File: src/rtl/usb_port_pkg.sv
package usb_port_pkg;
  localparam int unsigned F_EN   = 0;
  localparam int unsigned F_SUSP = 1;
  localparam int unsigned F_FPR  = 2;
  localparam int unsigned F_RST  = 3;
  localparam int unsigned F_OCA  = 4;
  localparam int unsigned F_OCC  = 5;
  localparam int unsigned F_TMO  = 6;
  localparam int unsigned NUM_FIELDS = 7;

  typedef enum logic [1:0] {
    PS_DISABLED  = 2'd0,
    PS_ENABLED   = 2'd1,
    PS_SUSPENDED = 2'd2
  } port_state_e;

  function automatic port_state_e port_state(input logic en, input logic susp);
    if (!en)       return PS_DISABLED;
    else if (susp) return PS_SUSPENDED;
    else           return PS_ENABLED;
  endfunction
endpackage

File: src/rtl/usb_port_hs_timer.sv
module usb_port_hs_timer #(
  parameter int unsigned LIMIT = 16
) (
  input  logic clk_i,
  input  logic rst_ni,
  input  logic wait_i,
  input  logic done_i,
  output logic expire_o
);
  localparam int unsigned CNT_W = $clog2(LIMIT + 1);

  logic [CNT_W-1:0] cnt_q;

  always_ff @(posedge clk_i or negedge rst_ni) begin
    if (!rst_ni)                        cnt_q <= '0;
    else if (!wait_i)                   cnt_q <= '0;
    else if (cnt_q != CNT_W'(LIMIT))    cnt_q <= cnt_q + 1'b1;
  end

  // fires once, in the LIMIT-th waiting cycle without done
  assign expire_o = wait_i && !done_i && (cnt_q == CNT_W'(LIMIT - 1));
endmodule

File: src/rtl/usb_port_rst_ctl.sv
module usb_port_rst_ctl #(
  parameter int unsigned TMO_CYC = 16
) (
  input  logic clk_i,
  input  logic rst_ni,
  input  logic rst_set_i,
  input  logic rst_clr_i,
  input  logic sw_dis_i,
  input  logic rst_done_i,
  input  logic hs_dev_i,
  input  logic halted_i,
  output logic reset_o,
  output logic enable_o,
  output logic tmo_o
);
  logic rst_q, end_q, en_q;
  logic can_finish;

  assign can_finish = end_q && !halted_i;

  always_ff @(posedge clk_i or negedge rst_ni) begin
    if (!rst_ni) begin
      rst_q <= 1'b0;
      end_q <= 1'b0;
      en_q  <= 1'b0;
    end else if (rst_set_i) begin
      rst_q <= 1'b1;
      end_q <= 1'b0;
      en_q  <= 1'b0;
    end else if (can_finish && rst_done_i) begin
      rst_q <= 1'b0;
      end_q <= 1'b0;
      en_q  <= hs_dev_i;
    end else begin
      if (rst_clr_i) end_q <= 1'b1;
      if (sw_dis_i)  en_q  <= 1'b0;
    end
  end

  usb_port_hs_timer #(.LIMIT(TMO_CYC)) i_rst_timer (
    .clk_i    (clk_i),
    .rst_ni   (rst_ni),
    .wait_i   (can_finish),
    .done_i   (rst_done_i),
    .expire_o (tmo_o)
  );

  assign reset_o  = rst_q;
  assign enable_o = en_q;
endmodule

File: src/rtl/usb_port_susp_ctl.sv
module usb_port_susp_ctl
  import usb_port_pkg::*;
#(
  parameter int unsigned TMO_CYC = 16
) (
  input  logic clk_i,
  input  logic rst_ni,
  input  logic en_i,
  input  logic kill_i,
  input  logic susp_set_i,
  input  logic fpr_set_i,
  input  logic fpr_wr0_i,
  input  logic xact_busy_i,
  input  logic jk_seen_i,
  input  logic resume_done_i,
  output logic susp_o,
  output logic fpr_o,
  output logic drive_resume_o,
  output logic chg_o,
  output logic tmo_o
);
  logic susp_q, pend_q, fpr_q, end_q, chg_q;
  port_state_e st;

  assign st = port_state(en_i, susp_q);

  always_ff @(posedge clk_i or negedge rst_ni) begin
    if (!rst_ni) begin
      susp_q <= 1'b0;
      pend_q <= 1'b0;
      fpr_q  <= 1'b0;
      end_q  <= 1'b0;
      chg_q  <= 1'b0;
    end else begin
      chg_q <= 1'b0;
      if (kill_i) begin
        susp_q <= 1'b0;
        pend_q <= 1'b0;
        fpr_q  <= 1'b0;
        end_q  <= 1'b0;
      end else begin
        // suspend entry waits for the bus to drain
        if (susp_set_i && st == PS_ENABLED && !pend_q) begin
          if (xact_busy_i) pend_q <= 1'b1;
          else             susp_q <= 1'b1;
        end else if (pend_q && !xact_busy_i) begin
          pend_q <= 1'b0;
          susp_q <= 1'b1;
        end
        if (end_q && resume_done_i) begin
          fpr_q <= 1'b0;
          end_q <= 1'b0;
        end else if (fpr_q && !end_q && fpr_wr0_i) begin
          end_q  <= 1'b1;
          susp_q <= 1'b0;
        end else if (st == PS_SUSPENDED && !fpr_q) begin
          if (fpr_set_i) begin
            fpr_q <= 1'b1;
          end else if (jk_seen_i) begin
            fpr_q <= 1'b1;
            chg_q <= 1'b1;
          end
        end
      end
    end
  end

  usb_port_hs_timer #(.LIMIT(TMO_CYC)) i_res_timer (
    .clk_i    (clk_i),
    .rst_ni   (rst_ni),
    .wait_i   (end_q),
    .done_i   (resume_done_i),
    .expire_o (tmo_o)
  );

  assign susp_o         = susp_q;
  assign fpr_o          = fpr_q;
  assign drive_resume_o = fpr_q && !end_q;
  assign chg_o          = chg_q;
endmodule

File: src/rtl/usb_port_oc_ctl.sv
module usb_port_oc_ctl (
  input  logic clk_i,
  input  logic rst_ni,
  input  logic oc_i,
  input  logic chg_w1c_i,
  output logic oca_o,
  output logic occ_o
);
  logic oca_q, occ_q;

  always_ff @(posedge clk_i or negedge rst_ni) begin
    if (!rst_ni) begin
      oca_q <= 1'b0;
      occ_q <= 1'b0;
    end else begin
      oca_q <= oc_i;
      if (oc_i != oca_q) occ_q <= 1'b1;
      else if (chg_w1c_i) occ_q <= 1'b0;
    end
  end

  assign oca_o = oca_q;
  assign occ_o = occ_q;
endmodule

File: src/rtl/usb_port_ctrl.sv
module usb_port_ctrl
  import usb_port_pkg::*;
#(
  parameter int unsigned DATA_W  = 8,
  parameter int unsigned TMO_CYC = 16
) (
  input  logic              clk_i,
  input  logic              rst_ni,
  input  logic              wr_en_i,
  input  logic [DATA_W-1:0] wr_data_i,
  output logic [DATA_W-1:0] rd_data_o,
  input  logic              rst_done_i,
  input  logic              hs_dev_i,
  input  logic              jk_seen_i,
  input  logic              xact_busy_i,
  input  logic              resume_done_i,
  input  logic              oc_i,
  input  logic              halted_i,
  output logic              port_chg_o,
  output logic              drive_resume_o,
  output logic              drive_reset_o
);
  logic reset_w, enable_w, susp_w, fpr_w, oca_w, occ_w;
  logic rst_tmo_w, res_tmo_w, tmo_q;
  logic rst_set, rst_clr, sw_dis, kill;

  assign rst_set = wr_en_i &&  wr_data_i[F_RST] && !reset_w;
  assign rst_clr = wr_en_i && !wr_data_i[F_RST] &&  reset_w;
  assign sw_dis  = wr_en_i && !wr_data_i[F_EN];
  assign kill    = rst_set || sw_dis;

  usb_port_rst_ctl #(.TMO_CYC(TMO_CYC)) i_rst_ctl (
    .clk_i      (clk_i),
    .rst_ni     (rst_ni),
    .rst_set_i  (rst_set),
    .rst_clr_i  (rst_clr),
    .sw_dis_i   (sw_dis),
    .rst_done_i (rst_done_i),
    .hs_dev_i   (hs_dev_i),
    .halted_i   (halted_i),
    .reset_o    (reset_w),
    .enable_o   (enable_w),
    .tmo_o      (rst_tmo_w)
  );

  usb_port_susp_ctl #(.TMO_CYC(TMO_CYC)) i_susp_ctl (
    .clk_i          (clk_i),
    .rst_ni         (rst_ni),
    .en_i           (enable_w),
    .kill_i         (kill),
    .susp_set_i     (wr_en_i && wr_data_i[F_SUSP]),
    .fpr_set_i      (wr_en_i && wr_data_i[F_FPR]),
    .fpr_wr0_i      (wr_en_i && !wr_data_i[F_FPR]),
    .xact_busy_i    (xact_busy_i),
    .jk_seen_i      (jk_seen_i),
    .resume_done_i  (resume_done_i),
    .susp_o         (susp_w),
    .fpr_o          (fpr_w),
    .drive_resume_o (drive_resume_o),
    .chg_o          (port_chg_o),
    .tmo_o          (res_tmo_w)
  );

  usb_port_oc_ctl i_oc_ctl (
    .clk_i     (clk_i),
    .rst_ni    (rst_ni),
    .oc_i      (oc_i),
    .chg_w1c_i (wr_en_i && wr_data_i[F_OCC]),
    .oca_o     (oca_w),
    .occ_o     (occ_w)
  );

  always_ff @(posedge clk_i or negedge rst_ni) begin
    if (!rst_ni)                          tmo_q <= 1'b0;
    else if (rst_tmo_w || res_tmo_w)      tmo_q <= 1'b1;
    else if (wr_en_i && wr_data_i[F_TMO]) tmo_q <= 1'b0;
  end

  always_comb begin
    rd_data_o         = '0;
    rd_data_o[F_EN]   = enable_w;
    rd_data_o[F_SUSP] = susp_w;
    rd_data_o[F_FPR]  = fpr_w;
    rd_data_o[F_RST]  = reset_w;
    rd_data_o[F_OCA]  = oca_w;
    rd_data_o[F_OCC]  = occ_w;
    rd_data_o[F_TMO]  = tmo_q;
  end

  assign drive_reset_o = reset_w;

  generate
    if (DATA_W > NUM_FIELDS) begin : g_spare
      logic unused_wr_bits;
      assign unused_wr_bits = ^wr_data_i[DATA_W-1:NUM_FIELDS];
    end
  endgenerate
endmodule

File: config.mk
export PLATFORM = sky130hd
export DESIGN_NAME = usb_port_ctrl
export DESIGN_NICKNAME = d
export VERILOG_FILES = /design/src/rtl/usb_port_pkg.sv /design/src/rtl/usb_port_hs_timer.sv /design/src/rtl/usb_port_rst_ctl.sv /design/src/rtl/usb_port_susp_ctl.sv /design/src/rtl/usb_port_oc_ctl.sv /design/src/rtl/usb_port_ctrl.sv
export SDC_FILE = /design/constraint.sdc
export NUM_CORES = 1
export LEC_CHECK = 0
export ABC_CLOCK_PERIOD_IN_PS = 1360
export CORE_MARGIN = 2
export CORE_UTILIZATION = 43
export DETAILED_ROUTE_END_ITERATION = 10
export GPL_TIMING_DRIVEN = 1
export PLACE_DENSITY = 0.82
export REMOVE_ABC_BUFFERS = 1
export SYNTH_ARGS = -nofsm -noshare
export SYNTH_HDL_FRONTEND = slang
export SYNTH_SLANG_ARGS = --single-unit
File: constraint.sdc
create_clock -name clk_i -period 1.36 [get_ports clk_i]
set_input_delay 0.204 -clock clk_i [delete_from_list [all_inputs] [get_ports clk_i]]
set_output_delay 0.204 -clock clk_i [all_outputs]
set_load 0.01 [all_outputs]
# Word-level counts from Yosys, hierarchy flattened
# Cells that the tools add are included.
# classes
addsub,2
eq_ne,11
muxes,43
reduce_logical,47
# op_table
operator,n
2-to-1 mux 1 bit,37
logical AND 1 bit,23
2-to-1 mux 5 bit,4
nonzero test 3 bit,5
zero test 1 bit,11
adder 5 x 1 -> 5 bit (second input constant),2
equality test 5 x 4 -> 1 bit (second input constant),2
!= test 5 bit (second input constant),2
nonzero test 2 bit,3
2-to-1 mux 2 bit,2
!= test 2 bit (second input constant),2
nonzero test 4 bit,1
!= test 3 x 1 -> 1 bit (second input constant),1
!= test 3 x 2 -> 1 bit (second input constant),1
AND reduction 3 bit,1
equality test 2 x 1 -> 1 bit (second input constant),1
equality test 2 bit (second input constant),1
logical OR 1 bit,2
AND reduction 2 bit,1
!= test 1 bit,1
# totals
regBits,21
output_inout_bits,11

# Depth between registers and ports, before layout
# logic_depth
depth_word,9
mapped_depth,6
ltp_nobuf,6

# By module
# From an unflattened synthesis, not the netlist that was laid out.
# hier_totals
hier_cells,118
area_unflattened_um2,1203.7
# modules_own_cells
mod,instances,cells_per_inst,area_each_um2
usb_port_hs_timer at i_susp_ctl.i_res_timer,1,28,302.8
usb_port_hs_timer at i_rst_ctl.i_rst_timer,1,29,300.3
usb_port_susp_ctl,1,22,234.0
usb_port_ctrl,1,22,157.7
usb_port_rst_ctl,1,12,141.4
usb_port_oc_ctl,1,5,67.6

# Worst setup path before layout
# OpenSTA, ideal clock, no wires.
# synth_path
kind,register to register
start,reg i_susp_ctl.i_res_timer.cnt_q[0]
end,reg tmo_q
arrival_time_ps,1227
required_ps,1230
slack_ps,3
stages_incl_launch_ff,7
path_buffers,0
period_less_slack_ps,1357
cell_sequence,dfrtp_1 -> ha_1 -> and3_2 -> ha_1 -> inv_1 -> a2bb2oi_1 -> o21ai_0
# synth_via
elab_chain_len,4
# synth_rtl
item,line_no,rtl
from (decl),usb_port_hs_timer.sv:12,logic [CNT_W-1:0] cnt_q;
from (signal assigned),usb_port_hs_timer.sv:17,else if (cnt_q != CNT_W'(LIMIT)) cnt_q <= cnt_q + 1'b1;
equality test 5 x 4 -> 1 bit (*),usb_port_hs_timer.sv:21,assign expire_o = wait_i && !done_i && (cnt_q == CNT_W'(LIMIT - 1));
logical AND 1 bit (*),usb_port_hs_timer.sv:21,
logical OR 1 bit (*),usb_port_ctrl.sv:75,else if (rst_tmo_w || res_tmo_w) tmo_q <= 1'b1;
2-to-1 mux 1 bit or nonzero test 2 bit (tied branches),-,
to (signal assigned),usb_port_ctrl.sv:74,if (!rst_ni) tmo_q <= 1'b0;
to (signal assigned),usb_port_ctrl.sv:75,
to (signal assigned),usb_port_ctrl.sv:76,else if (wr_en_i && wr_data_i[F_TMO]) tmo_q <= 1'b0;
to (decl),usb_port_ctrl.sv:24,"logic rst_tmo_w, res_tmo_w, tmo_q;"
# Every way passes the cells marked *; elsewhere a longest branch is shown, timed or not.
# A chain may end at the register's enable or synchronous reset.

# Final worst setup path
# layout_path
start,reg i_susp_ctl.end_q
end,out drive_resume_o
# layout_via
elab_chain_len,2
# layout_rtl
item,line_no,rtl
from (decl),usb_port_susp_ctl.sv:22,"logic susp_q, pend_q, fpr_q, end_q, chg_q;"
from (signal assigned),usb_port_susp_ctl.sv:32,end_q <= 1'b0;
from (signal assigned),usb_port_susp_ctl.sv:40,end_q <= 1'b0;
from (signal assigned),usb_port_susp_ctl.sv:52,end_q <= 1'b0;
zero test 1 bit,usb_port_susp_ctl.sv:78,assign drive_resume_o = fpr_q && !end_q;
logical AND 1 bit,usb_port_susp_ctl.sv:78,
to (decl),usb_port_ctrl.sv:20,"output logic drive_resume_o,"
# Every way passes these cells.

==> flow_summary_export.csv <==
group,metric,value,unit
outcome,status,"complete, no violations",
power,power_leakage,0.740,nW
power,power_frac_seq,48.8,%
synth,synth_seq_cells,21,
floorplanning,rows,18,
worst_setup_path,reg2reg_from,"i_susp_ctl.i_res_timer.cnt_q[0]",
final_layout,areaGrowthSynthToFinish,36.6,%
global_route,grt_antenna_before_repair,0,
synth,synth_cell_type_count,33,
sta,rsz0062_at_grt,"true",
power,p_sw_share,30.5,%
final_layout,fillers,210,
power,power.share.combinational,31.5,%
sta,post-route-min-period,1.32,ns
worst_hold_path,hp-class,"in2async",
power,p_switching,0.468,mW
cts,cts-hold-fix-buffers,0,
floorplanning,ios,29,
global_route,grt_max_degree,22,
synth,avgSynthCellArea,10.1,um^2
worst_setup_path,arrival,1.12,ns
place,io_buffers,25,
power,clockPowerShare,19.7,%
worst_setup_path,cp_num_cells,2,
place,dpl.hpwl,1730,um
final_layout,antenna_cells,0,
detailed_routing,wl_met3,86,um
sta,max_freq,757,MHz
detailed_routing,wirelength,2300,um
worst_setup_path,path_max_fanout,2,
synth,ys_warn_count,0,
cts,root_buffer,"clkbuf_4",
detailed_routing,dr.pass1.iters,4,
detailed_routing,viasPerCell,5.07,
floorplanning,core,2500,um^2
cts,cts.reportedPaths.clkPinSlew,0.12,ns
detailed_routing,drc,0,
global_route,grt_first_pass_wirelength,3870,um
sta,fin_worst_skew,0.00178,ns
worst_setup_path,worstSetupStartpoint,"i_susp_ctl.end_q",
worst_setup_path,crit_type,"reg2out",
worst_setup_path,end_kind,"output port",
floorplanning,chipHeight,55.4,um
synth,syn_inst,113,
detailed_routing,vias,908,
sta,timing.final.crit_share,97.1,%
place,gp_congestion,0.778,
cts,clock-sinks,21,
detailed_routing,wl_per_cell,12.8,um
global_route,overflow,0,
worst_setup_path,crit_family,"flip-flops",
detailed_routing,m1WireLength,955,um
sta,whs,0.221,ns
cts,clk_path_buf_depth,2,
power,power.density,989,nW/um^2
floorplanning,dieArea,3070,um^2
final_layout,stdcell_count,179,
worst_setup_path,crit_end,"drive_resume_o",
worst_setup_path,crit_buf_inv,1,
detailed_routing,final_antenna_net_count,0,
floorplanning,die_w,55.4,um
floorplanning,initial_core_util,45.5,%
global_route,grtUsageTotal,15.7,%
flow_run,maxCapViolations,0,
power,vdd_ir_drop_max,0.000790,V
detailed_routing,met2_length,1210,um
synth,netlist_area,1140,um^2
place,place_inst,167,
sta,hold_viol,0,
cts,cts_tree,"yes",
global_route,first_global_vias,943,
worst_setup_path,slowest_delay,0.40,ns
worst_setup_path,r2r_cells,6,
cts,numCtsBuffers,3,
final_layout,num-nets-final,174,
sta,setup_tns,0,ns
final_layout,utilization,62.2,%
power,internal-power,1.07,mW
worst_setup_path,crit_required,1.16,ns
cts,htree_levels,1,
worst_setup_path,cp_slowest_cell,"dfrtp_1",
final_layout,drive_above_1_share,22.1,%
worst_setup_path,cp-start-kind,"flip-flop",
synth,ys_seq_area_share,46.2,%
sta,finalMaxSlewViolations,0,
detailed_routing,highest_layer,"met4",
worst_setup_path,crit_chain,"nor2b_1 > clkdlybuf4s15_1",
worst_setup_path,r2r_end,"i_susp_ctl.i_res_timer.cnt_q[1]",
sta,setup_violations,0,
detailed_routing,initialDrtViolationCount,14,
cts,clock_latency,0.30,ns
worst_setup_path,regToRegSetupSlack,0.05,ns
==> power by group through the flow <==
stage | registers, mW | logic [mW] | clock network (mW)
after floorplan | 0.802 | 0.159 | 0
after global placement | 0.781 | 0.403 | 0
after detailed placement | 0.789 | 0.415 | 0
after CTS | 0.749 | 0.477 | 0.318
after global routing | 0.761 | 0.530 | 0.333
final | 0.750 | 0.484 | 0.303
==> worst min path at each step <==
stage / start / endpoint / depth (start not counted)
after floorplan: rst_ni / i_oc_ctl.oca_o / 0
after detailed placement: i_oc_ctl.occ_o / i_oc_ctl.occ_o / 2
after CTS: rst_ni / i_rst_ctl.reset_o / 2
final: rst_ni / i_rst_ctl.reset_o / 2
after global routing: rst_ni / i_rst_ctl.i_rst_timer.cnt_q[0] / 2
after global placement: i_oc_ctl.occ_o / i_oc_ctl.occ_o / 2
==> kinds of logic (layout without fill, tap and decap cells) <==
kind of cell	after synthesis	after routing	share of synthesized area, %
AOI/OAI and AO/OA	19	19	11.7
adders and majority gates	6	6	6.60
xor gates and xnor gates	7	7	5.39
other	1	1	0.330
DFF	21	21	46.2
muxes	2	2	1.76
and+or+nand+nor	37	37	18.7
buffers and inverters	20	56	9.35
==> per-layer routing <==
| layer | track usage [%] | vias up |
|---|---|---|
| li1 | - | 442 |
| met1 | 17.2 | 440 |
| met2 | 29.3 | 20 |
| met3 | 2.34 | 6 |
| met4 | 7.67 | 0 |
| met5 | 0 | - |
==> cells in the mapped netlist <==
cell type	count	share of area, %
buf_2	1	0.44
nor2_1	7	2.3
ha_1	6	6.6
nand2b_1	4	2.2
and4bb_2	2	2.2
o211a_1	2	1.8
a2bb2oi_1	1	0.77
conb_1	1	0.33
a211oi_1	2	1.3
nor3_1	1	0.44
and3_1	3	1.7
nand3b_1	2	1.3
xnor2_1	5	3.9
and2_1	2	1.1
nor3b_1	1	0.66
a31oi_1	1	0.55
nand3_1	4	1.8
o21ai_1	1	0.44
a21o_1	3	2.0
nor2b_1	3	1.7
mux2i_1	2	1.8
and3_2	1	0.66
a21oi_1	4	1.8
xor2_1	2	1.5
nand2_1	6	2.0
o21a_1	1	0.66
o21ai_0	2	0.88
a32o_1	1	0.88
a21boi_0	1	0.66
nand4b_1	1	0.77
inv_1	11	3.6
dfrtp_1	21	46
buf_4	8	5.3
==> sequential cells by signal, indices dropped and copies added (netlist names) <==
name	flops
i_oc_ctl.oca_o	1
i_oc_ctl.occ_o	1
i_rst_ctl.enable_o	1
i_rst_ctl.end_q	1
i_rst_ctl.i_rst_timer.cnt_q	5
i_rst_ctl.reset_o	1
i_susp_ctl.chg_o	1
i_susp_ctl.end_q	1
i_susp_ctl.fpr_o	1
i_susp_ctl.i_res_timer.cnt_q	5
i_susp_ctl.pend_q	1
i_susp_ctl.susp_o	1
tmo_q	1
==> cells in the final DEF, fill, tap and decap left out, types with 3 or more instances in the layout <==
master,n
dfrtp_1,21
nand2b_1,4
xnor2_1,5
inv_1,7
nor2_1,7
a21o_1,3
dlygate4sd2_1,8
clkdlybuf4s50_1,15
nand3_1,4
a21oi_1,3
clkbuf_4,3
nor2b_1,3
nand2_1,6
buf_4,14
and3_1,3
==> per-stage QoR <==
step	cell area [um^2]	setup WS, ns	total power, mW
3_5_place_dp	1420	-0.0508	1.20
4_1_cts	1500	0.00278	1.54
2_1_floorplan	1070	0.00322	0.961
3_3_place_gp	1420	-0.00638	1.18
5_1_grt	1550	-0.0357	1.62
6_report	1550	0.0397	1.54
==> what timing repair did <==
action                     in CTS  in global routing
pin swaps                       2                  3
setup buffers                   6                  2
setup endpoints to repair      12                  7
gates resized for setup        18                 12
==> cell type report <==
cell class	count	area, um^2	share of cell area (%)
multi-input cells	72	549	35.3
repair buffers	41	368	23.7
clock inverters	1	5.00	0.322
clock buffers	3	22.5	1.45
inverters	11	46.3	2.98
well taps	30	37.5	2.42
flip-flops and latches	21	526	33.8
(Power assumes the default switching activity.)
